[src/rtl/lvd_pkg.sv]
package lvd_pkg;
   typedef enum logic {
      LINE_ABSENT  = 1'b0,
      LINE_PRESENT = 1'b1
   } line_state_e;

   function automatic int unsigned span_width(input int unsigned limit);
      return (limit > 1) ? $clog2(limit) : 1;
   endfunction
endpackage

[src/rtl/lvd_sync_bank.sv]
module lvd_sync_bank #(
   parameter int unsigned WIDTH  = 5,
   parameter int unsigned STAGES = 2
) (
   input  logic             clk,
   input  logic             rst_n,
   input  logic [WIDTH-1:0] async_i,
   output logic [WIDTH-1:0] sync_o
);
   if (STAGES < 2) begin : g_bad_stages
      $error("lvd_sync_bank: STAGES must be at least 2");
   end
   if (WIDTH < 1) begin : g_bad_width
      $error("lvd_sync_bank: WIDTH must be at least 1");
   end

   logic [WIDTH-1:0] chain_q [STAGES];

   for (genvar s = 0; s < STAGES; s++) begin : g_stage
      if (s == 0) begin : g_first
         always_ff @(posedge clk or negedge rst_n) begin
            if (!rst_n) chain_q[s] <= '0;
            else        chain_q[s] <= async_i;
         end
      end else begin : g_next
         always_ff @(posedge clk or negedge rst_n) begin
            if (!rst_n) chain_q[s] <= '0;
            else        chain_q[s] <= chain_q[s-1];
         end
      end
   end

   assign sync_o = chain_q[STAGES-1];
endmodule

[src/rtl/lvd_span_counter.sv]
module lvd_span_counter #(
   parameter int unsigned LIMIT = 30
) (
   input  logic clk,
   input  logic rst_n,
   input  logic advance_i,
   output logic done_o,
   output logic [lvd_pkg::span_width(LIMIT)-1:0] count_o
);
   localparam int unsigned CW = lvd_pkg::span_width(LIMIT);
   localparam logic [CW-1:0] LAST = CW'(LIMIT - 1);

   if (LIMIT < 1) begin : g_bad_limit
      $error("lvd_span_counter: LIMIT must be at least 1");
   end

   logic [CW-1:0] count_q;

   assign done_o  = advance_i && (count_q == LAST);
   assign count_o = count_q;

   always_ff @(posedge clk or negedge rst_n) begin
      if (!rst_n)                count_q <= '0;
      else if (!advance_i)       count_q <= '0;
      else if (count_q == LAST)  count_q <= '0;
      else                       count_q <= count_q + 1'b1;
   end

   AST_SPAN_IN_RANGE: assert property (@(posedge clk) disable iff (!rst_n)
      count_q <= LAST);
   AST_SPAN_CLEARS_ON_HOLD: assert property (@(posedge clk) disable iff (!rst_n)
      !advance_i |=> (count_q == '0));
endmodule

[src/rtl/line_valid_detector.sv]
module line_valid_detector #(
   parameter int unsigned NUM_CH         = 5,
   parameter int unsigned SYNC_STAGES    = 2,
   parameter int unsigned ASSERT_CYCLES  = 30,
   parameter int unsigned RELEASE_CYCLES = 4,
   parameter bit          TIE_FORCE      = 1'b1
) (
   input  logic              clk,
   input  logic              rst_n,
   input  logic [NUM_CH-1:0] ch_valid_i,
   input  logic              host_force_on_i,
   input  logic              host_force_off_n_i,
   output logic              invalid_n_o,
   output logic              force_on_o,
   output logic              force_off_n_o
);
   import lvd_pkg::*;

   localparam int unsigned FALL_W = span_width(ASSERT_CYCLES);
   localparam int unsigned RISE_W = span_width(RELEASE_CYCLES);

   if (NUM_CH < 1) begin : g_bad_ch
      $error("line_valid_detector: NUM_CH must be at least 1");
   end
   if (ASSERT_CYCLES < RELEASE_CYCLES) begin : g_bad_order
      $error("line_valid_detector: ASSERT_CYCLES must not be below RELEASE_CYCLES");
   end

   logic [NUM_CH-1:0] ch_sync;
   logic              any_valid;
   line_state_e       state_q;
   logic              fall_adv, rise_adv, fall_done, rise_done;
   logic [FALL_W-1:0] fall_cnt;
   logic [RISE_W-1:0] rise_cnt;

   lvd_sync_bank #(.WIDTH(NUM_CH), .STAGES(SYNC_STAGES)) u_sync (
      .clk     (clk),
      .rst_n   (rst_n),
      .async_i (ch_valid_i),
      .sync_o  (ch_sync)
   );

   assign any_valid = |ch_sync;
   assign fall_adv  = (state_q == LINE_PRESENT) && !any_valid;
   assign rise_adv  = (state_q == LINE_ABSENT)  &&  any_valid;

   lvd_span_counter #(.LIMIT(ASSERT_CYCLES)) u_fall_span (
      .clk       (clk),
      .rst_n     (rst_n),
      .advance_i (fall_adv),
      .done_o    (fall_done),
      .count_o   (fall_cnt)
   );

   lvd_span_counter #(.LIMIT(RELEASE_CYCLES)) u_rise_span (
      .clk       (clk),
      .rst_n     (rst_n),
      .advance_i (rise_adv),
      .done_o    (rise_done),
      .count_o   (rise_cnt)
   );

   always_ff @(posedge clk or negedge rst_n) begin
      if (!rst_n)         state_q <= LINE_ABSENT;
      else if (fall_done) state_q <= LINE_ABSENT;
      else if (rise_done) state_q <= LINE_PRESENT;
   end

   assign invalid_n_o = (state_q == LINE_PRESENT);

   if (TIE_FORCE) begin : g_tied
      logic unused_host;
      assign unused_host   = host_force_on_i ^ host_force_off_n_i;
      assign force_on_o    = invalid_n_o;
      assign force_off_n_o = invalid_n_o;
   end else begin : g_host
      assign force_on_o    = host_force_on_i;
      assign force_off_n_o = host_force_off_n_i;
   end

   AST_FALL_NEEDS_QUIET: assert property (@(posedge clk) disable iff (!rst_n)
      $fell(invalid_n_o) |-> !$past(any_valid));
   AST_RISE_NEEDS_VALID: assert property (@(posedge clk) disable iff (!rst_n)
      $rose(invalid_n_o) |-> $past(any_valid));
   AST_FALL_RESTART: assert property (@(posedge clk) disable iff (!rst_n)
      any_valid |=> (fall_cnt == '0));
   AST_RISE_CANCEL: assert property (@(posedge clk) disable iff (!rst_n)
      !any_valid |=> (rise_cnt == '0) && (invalid_n_o == 1'b0 || $past(invalid_n_o)));
endmodule

[config.mk]
export PLATFORM = sky130hd
export DESIGN_NAME = line_valid_detector
export DESIGN_NICKNAME = d
export VERILOG_FILES = /design/src/rtl/lvd_pkg.sv /design/src/rtl/lvd_sync_bank.sv /design/src/rtl/lvd_span_counter.sv /design/src/rtl/line_valid_detector.sv
export SDC_FILE = /design/constraint.sdc
export NUM_CORES = 1
export LEC_CHECK = 0
export BUFFER_PORTS_ARGS = -buffer_cell sky130_fd_sc_hd__buf_2
export CELL_PAD_IN_SITES_DETAIL_PLACEMENT = 0
export CELL_PAD_IN_SITES_GLOBAL_PLACEMENT = 1
export CORE_UTILIZATION = 35
export DETAILED_ROUTE_END_ITERATION = 16
export PLACE_DENSITY = 0.62
export SLEW_MARGIN = 30
export SYNTH_ARGS = -nofsm -noshare
export SYNTH_HDL_FRONTEND = slang
export SYNTH_SLANG_ARGS = --single-unit
[constraint.sdc]
create_clock -name clk -period 2.1 [get_ports clk]
set_input_delay 0.21 -clock clk [delete_from_list [all_inputs] [get_ports clk]]
set_output_delay 0.21 -clock clk [all_outputs]
set_load 0.02 [all_outputs]
After elaboration in Yosys (flattened, before gate mapping):

Cells that the tools add are included.

* order comparisons: 0
* shift operators: 0
* bitwise operators: 1
* equal/unequal tests: 2
* multiplexer cells: 6
* add/sub/neg operators: 2
* $mul: 0
* reduce and logical (&&, ||, !) cells: 7
* div/mod/pow operators: 0

Operators with widths (number)
* two-way mux 5 bit: 2
* adder 5 x 1 -> 5 bit, second input constant: 1
* equality test 5 bit, second input constant: 1
* OR reduction 5 bit: 1
* logical AND 1 bit: 4
* two-way mux 2 bit: 2
* adder 2 x 1 -> 2 bit, second input constant: 1
* equality test 2 bit, second input constant: 1
* two-way mux 1 bit: 2
* nonzero test 2 bit: 1
* zero test 1 bit: 1
* inverter 1 bit: 1

* latch bits: 0
* bits in writable memories: 0
* memories: 0
* word-level logic and storage cells: 23
* input bits: 9
* register bits after elaboration: 18
* output and inout bits: 3
* bits in read-only memories: 0

Depth between registers and ports, before layout:

Gate-level depths: netlist of the first run.

* depth after elaboration: 5
* mapped depth: 5
* depth with buffers taken out: 5

Modules after synthesis:

A second synthesis of the first run with hierarchy kept.

* cell total of the unflattened synthesis: 53
* area, all modules: 693.2 um^2

Modules (own cells, without submodules)
* lvd_sync_bank: area each 287.8 um^2, instances 1, sequential area each 250.2 um^2, cells each 15
* lvd_span_counter (u_fall_span): area each 244.0 um^2, instances 1, sequential area each 125.1 um^2, cells each 23
* lvd_span_counter (u_rise_span): area each 88.8 um^2, instances 1, sequential area each 50.0 um^2, cells each 6
* line_valid_detector: area each 72.6 um^2, instances 1, sequential area each 25.0 um^2, cells each 9

Worst setup path before layout of the first run:

No wires, ideal clock.

* kind: register -> register
* start: register u_sync.chain_q (netlist bit u_sync.sync_o[0])
* end: register u_fall_span.count_q[2], in the netlist u_fall_span.count_o[2]
* setup time: 0.072 ns
* arrival: 1.473 ns
* stages on the path, launching flop included: 4
* period minus slack after synthesis: 1.545 ns
* buffers on the path: 0
* slack: 0.555 ns
* required time: 2.028 ns
* path through: dfrtp_1 or4_4 or4b_4 nor2_1

* cells in the longest elaborated chain, start to end: 4

RTL lines
* start: declaration: line lvd_sync_bank.sv:17 `logic [WIDTH-1:0] chain_q [STAGES];`
* start signal: indexed assignment: line lvd_sync_bank.sv:28 `else chain_q[s] <= chain_q[s-1];`
* OR reduction 5 bit: line line_valid_detector.sv:43 `assign any_valid = |ch_sync;`
* zero test 1 bit: line line_valid_detector.sv:44 `assign fall_adv = (state_q == LINE_PRESENT) && !any_valid;`
* logical AND 1 bit: line line_valid_detector.sv:44
* two-way mux 5 bit: line lvd_span_counter.sv:24 `else if (!advance_i) count_q <= '0;`
* end signal: assignment: line lvd_span_counter.sv:26 `else count_q <= count_q + 1'b1;`
* end: declaration: line lvd_span_counter.sv:17 `logic [CW-1:0] count_q;`

No other way between the ends.
A chain may end at the register's enable or synchronous reset.

Worst setup path after layout of the first run:

* start: register u_sync.chain_q (netlist bit u_sync.sync_o[0])
* end: register u_fall_span.count_q[4], in the netlist u_fall_span.count_o[4]

Same word-level chain as after synthesis.

==> flow_summary.toml, run 1 <==
[status]
run_status = "finished, final reports clean"

[layout]
fillCellCount = 151
area_growth_pct = 17.0
antenna_cells = 0
final-seq-area_um2 = 450
mostFrequentLayoutCell = "sky130_fd_sc_hd__dfrtp_1"
drive_above_1_share_pct = 26.8
commonest_non_fill_non_tap_cells_in_the_layout = "18 x sky130_fd_sc_hd__dfrtp_1, 9 x sky130_fd_sc_hd__buf_2, 7 x sky130_fd_sc_hd__nor2_1, 3 x sky130_fd_sc_hd__ha_1, 3 x sky130_fd_sc_hd__clkbuf_4"
multiInputGateArea_um2 = 154
finalNetCount = 69
finish.utilization_pct = 46.0

[pwr]
static-leakage-power_nw = 0.354
seq_power_share_pct = 61.9
clockPowerShare_pct = 35.6
internal-power_uw = 468
netSwitchingPower_uw = 113
power_per_cell_area_nw_per_um2 = 793
ir_drop_v = 0.000383
switching_share_pct = 19.5
pwr-share-comb_pct = 2.6

[drt]
drc_errors = 0
dr.first_iter.drc_count = 5
final_wirelength_um = 897
route.detailed.wl_per_inst_um = 11.2
drtPass1Iterations = 4
antenna_left = 0
route.vias.total = 358
post_drt_via_cell_ratio = 4.48

[floorplanning]
horiz_die_dim_um = 44.3
die_h_um = 44.3
fp.dieArea_um2 = 1960
std_cell_rows = 14
floorplan.initialDensity_pct = 39.3
floorplan.core_area_um2 = 1590
count_of_boundary_i_o_pins = 12

[logic_synthesis]
synth-seq-area-share_pct = 71.9
post_synth_mux_area_share_pct = 0
postSynthNetCount = 56
synthDistinctLibCells = 15
ys_warn_count = 0
post_synth_and_or_nand_nor_area_fraction_pct = 13.6
yosys.area_share.adder_pct = 5.99
synthCells = 44
synth_compound_gate_area_share_pct = 0.798
synth.ff_latch_count = 18
syn_area_per_cell_um2 = 14.2
synth_top_family_by_area = "simple AND/OR/NAND/NOR gates"
yosys.area_share.xor_xnor_pct = 4.19
synth_area_um2 = 627

[sta]
hold_violations = 0
grt_setup_unrepaired = "false"
setup_ws_ns = 0.467
finClkSkew_ns = 0.00178
slew_headroom_pct = 74.9
setup_viol_count_final = 0
timing.fmax_mhz = 612
timing_max_transition_violations_final = 0
setup_total_negative_slack_ns = 0
final.min_clock_period_ns = 1.63
timing.final.crit_share_pct = 77.8
tightest_slew_ns = 0.376

[global_route]
initial_antenna_violation_count = 0
gr-usage-all-layers_pct = 10.6
grt_pass1_vias = 367
grt_start_max_net_pins = 19
globalRouteOverflowTotal = 0
grt_first_pass_wirelength_um = 1460

[clock_network]
cts_htree_levels = 1
cts-root-to-sink-buffers = 2
clock-sinks = 18
cts_inserted_buffers = 3
worstSkewPairLatency_ns = 0.28
clk_pin_slew_worst_paths_ns = 0.10
cts_post_setup_buffers_inserted = 0
cts_repair_resize_count = 0
cts_tree = "yes"
ctsRootBufferMaster = "sky130_fd_sc_hd__clkbuf_4"

[place]
dp_worst_setup_slack_ns = 0.487
buffer_ports.inserted = 9
gp_congestion = 0.719
post_dp_hpwl_um = 641

[min_path]
hold_path.class = "input port to flip-flop"

[critical_path]
crit_family = "simple AND/OR/NAND/NOR gates"
worst_setup_path_start_kind = "flip-flop"
crit_buf_inv = 0
critical-path-max-stage-delay_ns = 0.54
cp-end-kind = "flip-flop"
timing.critical_path.fanout_max = 5
setup.worst_path.class = "flip-flop to flip-flop"
crit_arrival_ns = 1.85
slowest_stage = "sky130_fd_sc_hd__or4_4"
crit_path_cell_trace = "or4_4 -> or4b_4 -> nor2_1"
timing.critical_path.required_ns = 2.32

[job]
maximum_capacitance_violations = 0
-- cell families (layout without fill, tap and decap cells) --
group | count (synthesis) | in the layout
flip-flops | 18 | 18
AND/OR/NAND/NOR | 15 | 15
buffers and inverters | 4 | 16
adder cells (fa/ha/maj) | 3 | 3
XOR/XNOR | 3 | 3
AO/OA/AOI/OAI | 1 | 1
-- power groups by stage --
| stage | combinational [mW] | sequential [mW] | clock (mW) |
|---|---|---|---|
| after global placement | 0.0133 | 0.366 | 0 |
| final | 0.0151 | 0.360 | 0.207 |
| after detailed placement | 0.0147 | 0.367 | 0 |
| after global routing | 0.0181 | 0.361 | 0.225 |
| after CTS | 0.0160 | 0.360 | 0.213 |
| after floorplan | 0.00222 | 0.366 | 0 |
-- metal layers --
| metal | global-route usage (%) | share of wire (%) | up-vias |
|---|---|---|---|
| met5 | 0 | 0 | - |
| met4 | 7.88 | 0.89 | 0 |
| li1 | - | - | 166 |
| met1 | 11.7 | 41 | 175 |
| met2 | 17.6 | 51 | 15 |
| met3 | 2.45 | 6.1 | 2 |
-- registers in the layout (all words and copies together) (netlist names) --
name                 count
u_fall_span.count_o      5
u_sync.chain_q           5
u_sync.sync_o            5
u_rise_span.count_o      2
force_off_n_o            1
-- cells in the mapped netlist --
cell type	n	area [µm²]
sky130_fd_sc_hd__buf_4	2	15.0
sky130_fd_sc_hd__dfrtp_1	18	450
sky130_fd_sc_hd__ha_1	3	37.5
sky130_fd_sc_hd__inv_1	2	7.51
sky130_fd_sc_hd__nand2_1	1	3.75
sky130_fd_sc_hd__nand3_1	2	10.0
sky130_fd_sc_hd__nand4_1	1	6.26
sky130_fd_sc_hd__nor2_1	7	26.3
sky130_fd_sc_hd__nor3b_1	1	7.51
sky130_fd_sc_hd__nor4_1	1	6.26
sky130_fd_sc_hd__o21ai_0	1	5.00
sky130_fd_sc_hd__or4_4	1	11.3
sky130_fd_sc_hd__or4b_4	1	13.8
sky130_fd_sc_hd__xnor2_1	1	8.76
sky130_fd_sc_hd__xor2_1	2	17.5
-- worst paths after layout --
kind / startpoint / endpoint / slack (ns) / depth (start not counted)
worst max-delay path: u_sync.sync_o[0]$_DFF_PN0_ / u_fall_span.count_o[4]$_DFF_PN0_ / 0.47 / 3
worst min-delay path: ch_valid_i[4] / u_sync.chain_q[9]$_DFF_PN0_ / 0.02 / 1
worst max register to register: u_sync.sync_o[0]$_DFF_PN0_ / u_fall_span.count_o[4]$_DFF_PN0_ / 0.47 / 3
worst min register to register: u_sync.chain_q[5]$_DFF_PN0_ / u_sync.sync_o[0]$_DFF_PN0_ / 0.36 / 0
max in group asynchronous: rst_n / u_fall_span.count_o[2]$_DFF_PN0_ / 1.47 / 2
min in group asynchronous: rst_n / u_sync.sync_o[1]$_DFF_PN0_ / 0.36 / 2
-- repair_timing --
action | in CTS | in global routing
setup endpoints to repair | 0 | 0
hold endpoints to repair | 18 | 0
hold buffers | 1 | 0
-- layout make-up --
class                      instances  area share [%]
inverter                           2            1.02
tap                               24            4.10
clock buffer                       4            4.95
timing repair buffer              10            7.51
sequential                        18            61.4
multi-input combinational         22            21.0
-- per-stage QoR --
stage	area (µm²)	instances	power, mW	hold slack, ns
6_report	733	80	0.581	0.0222
5_1_grt	733	80	0.604	0.0133
4_1_cts	733	80	0.589	0.0157
3_5_place_dp	687	75	0.381	0.156
3_3_place_gp	687	75	0.379	0.135
2_1_floorplan	627	44	0.368	-0.0856
-- worst register-to-register path, delay by kind of cell, from the launching register on --
kind / cells / cell delay (ns)
DFF: 1 / 0.37
and+or+nand+nor: 3 / 1.20
Note: power is estimated with default switching activity, not from simulation.
==> run 2: changes to the inputs <==
==> constraint.sdc (replaced) <==
create_clock -name clk -period 1.6 [get_ports clk]
set_input_delay 0.16 -clock clk [delete_from_list [all_inputs] [get_ports clk]]
set_output_delay 0.16 -clock clk [all_outputs]
set_load 0.02 [all_outputs]
==> run 2 against run 1 <==
Net effect: the flow now finishes with violations (negative setup slack); sequential share of layout area decreased by 3.9 points; worst hold slack gained 0.29 ns; wire length increased by 2.0%; utilization is 3.1 points higher; critical path depth unchanged; combinational power up 95%; critical path type unchanged; critical endpoint is now u_fall_span.count_o[1]$_DFF_PN0_; largest cell class unchanged; highest routed layer is now met3.
==> flow_summary.toml, run 2 (synthesized netlist as in run 1, its figures left out) <==
[status]
run_status = "complete, but fails checks"
violations = "negative setup slack"

[floorplanning]
floorplan.initialDensity_pct = 39.3
die_h_um = 44.3
fp.dieArea_um2 = 1960
horiz_die_dim_um = 44.3
std_cell_rows = 14
count_of_boundary_i_o_pins = 12
floorplan.core_area_um2 = 1590

[drt]
final_wirelength_um = 915
drtPass1Iterations = 2
post_drt_via_cell_ratio = 4.47
antenna_left = 0
route.detailed.wl_per_inst_um = 10.8
route.vias.total = 380
drc_errors = 0
dr.first_iter.drc_count = 4

[place]
buffer_ports.inserted = 9
gp_congestion = 0.720
placed_area_um2 = 687
post_dp_hpwl_um = 642
dp_worst_setup_slack_ns = -0.0210

[critical_path]
crit_buf_inv = 0
crit_family = "simple AND/OR/NAND/NOR gates"
worstSetupPathDepth = 3
reg2regPathDepth = 3
worst_setup_path_start_kind = "flip-flop"
setup.worst_path.class = "flip-flop to flip-flop"
cp-end-kind = "flip-flop"
slowest_stage = "sky130_fd_sc_hd__or4_4"
crit_arrival_ns = 1.85
crit_path_cell_trace = "or4_4 -> or4b_4 -> nor2_1"
timing.critical_path.required_ns = 1.82
critical-path-max-stage-delay_ns = 0.54
timing.critical_path.fanout_max = 5

[clock_network]
cts_inserted_buffers = 3
cts_post_setup_buffers_inserted = 0
clock-sinks = 18
clk_pin_slew_worst_paths_ns = 0.10
cts_tree = "yes"
cts_htree_levels = 1
cts-root-to-sink-buffers = 2
worstSkewPairLatency_ns = 0.29
ctsRootBufferMaster = "sky130_fd_sc_hd__clkbuf_4"

[global_route]
groute.layer.met1.usage_pct = 14.4
grt_first_pass_wirelength_um = 1640
grt_pass1_vias = 373
grt_start_max_net_pins = 19
gr-usage-all-layers_pct = 11.8
grt.busiest_layer = "met2"
globalRouteOverflowTotal = 0
routing_usage_on_met3_pct = 4.90
initial_antenna_violation_count = 0
groute.layer.met2.usage_pct = 19.1

[pwr]
static-leakage-power_nw = 0.375
power_per_cell_area_nw_per_um2 = 989
ir_drop_v = 0.000513

[layout]
multiInputGateArea_um2 = 154
area_growth_pct = 25.0
drive_above_1_share_pct = 24.6
commonest_non_fill_non_tap_cells_in_the_layout = "18 x sky130_fd_sc_hd__dfrtp_1, 9 x sky130_fd_sc_hd__buf_2, 7 x sky130_fd_sc_hd__nor2_1, 6 x sky130_fd_sc_hd__dlygate4sd3_1"
antenna_cells = 0
finalNetCount = 74
final-seq-area_um2 = 450
fillCellCount = 142
final_design_area_no_fill_um2 = 783
mostFrequentLayoutCell = "sky130_fd_sc_hd__dfrtp_1"

[sta]
final.min_clock_period_ns = 1.64
finClkSkew_ns = 0.00483
tightest_slew_ns = 0.389
grt_setup_unrepaired = "true"
hold_violations = 0
timing.fmax_mhz = 611
setup_viol_count_final = 5
setup_ws_ns = -0.0356
timing_max_transition_violations_final = 0
slew_headroom_pct = 74.1
timing.final.crit_share_pct = 102
setup_total_negative_slack_ns = -0.132

[min_path]
hold_path.class = "input port to async pin"

[job]
maximum_capacitance_violations = 0
-- run 2: cell count changes in the layout (fill, tap and decap cells not counted) --
cell	before	now
sky130_fd_sc_hd__dlygate4sd3_1	1	6
-- run 2: what timing repair did --
action	4_1_cts	5_1_grt
pin swaps	1	0
hold endpoints to repair	23	0
gates resized for setup	0	0
setup endpoints to repair	5	5
hold buffers	6	0
cloned	0	0
-- run 2: power breakdown --
group	internal, mW	switching [mW]
Combinational	0.0164	0.0130
Clock	0.138	0.135
Sequential	0.468	0.00435
-- run 2: metrics by stage --
step	std cells	hold slack [ns]	utilization (%)	power, mW
2_1_floorplan	44	-0.136	-	0.483
3_3_place_gp	75	0.0845	43.1	0.498
4_1_cts	85	0.321	49.1	0.792
3_5_place_dp	75	0.110	43.1	0.501
5_1_grt	85	0.353	49.1	0.818
6_report	85	0.314	49.1	0.775
-- run 2: worst reg2reg max path, delay by kind of cell (launching register included) --
| family | cells | cell delay (ns) |
|---|---|---|
| DFF | 1 | 0.37 |
| and+or+nand+nor | 3 | 1.20 |
-- run 2: layout make-up --
| type | instances | share of cell area, % |
|---|---|---|
| flip-flops and latches | 18 | 57.5 |
| multi-input cells | 22 | 19.6 |
| repair buffers | 15 | 13.4 |
| clock buffers | 4 | 4.63 |
| well taps | 24 | 3.83 |
| inverters | 2 | 0.958 |
-- run 2: metal layers --
layer  vias to the layer above  wire, µm
li1                        178         -
met4                         0         0
met5                         -         0
met1                       193       418
met3                         0        33
met2                         9       463
-- run 2: worst paths after layout --
path / slack, ns / from / to
setup / recovery: -0.04 / u_sync.sync_o[0]$_DFF_PN0_ / u_fall_span.count_o[1]$_DFF_PN0_
hold reg to reg: 0.35 / u_sync.chain_q[5]$_DFF_PN0_ / u_sync.sync_o[0]$_DFF_PN0_
hold / removal: 0.31 / rst_n / u_fall_span.count_o[4]$_DFF_PN0_
min in group clk: 0.35 / u_sync.chain_q[5]$_DFF_PN0_ / u_sync.sync_o[0]$_DFF_PN0_
setup reg to reg: -0.04 / u_sync.sync_o[0]$_DFF_PN0_ / u_fall_span.count_o[1]$_DFF_PN0_
max in group asynchronous: 1.00 / rst_n / u_fall_span.count_o[0]$_DFF_PN0_
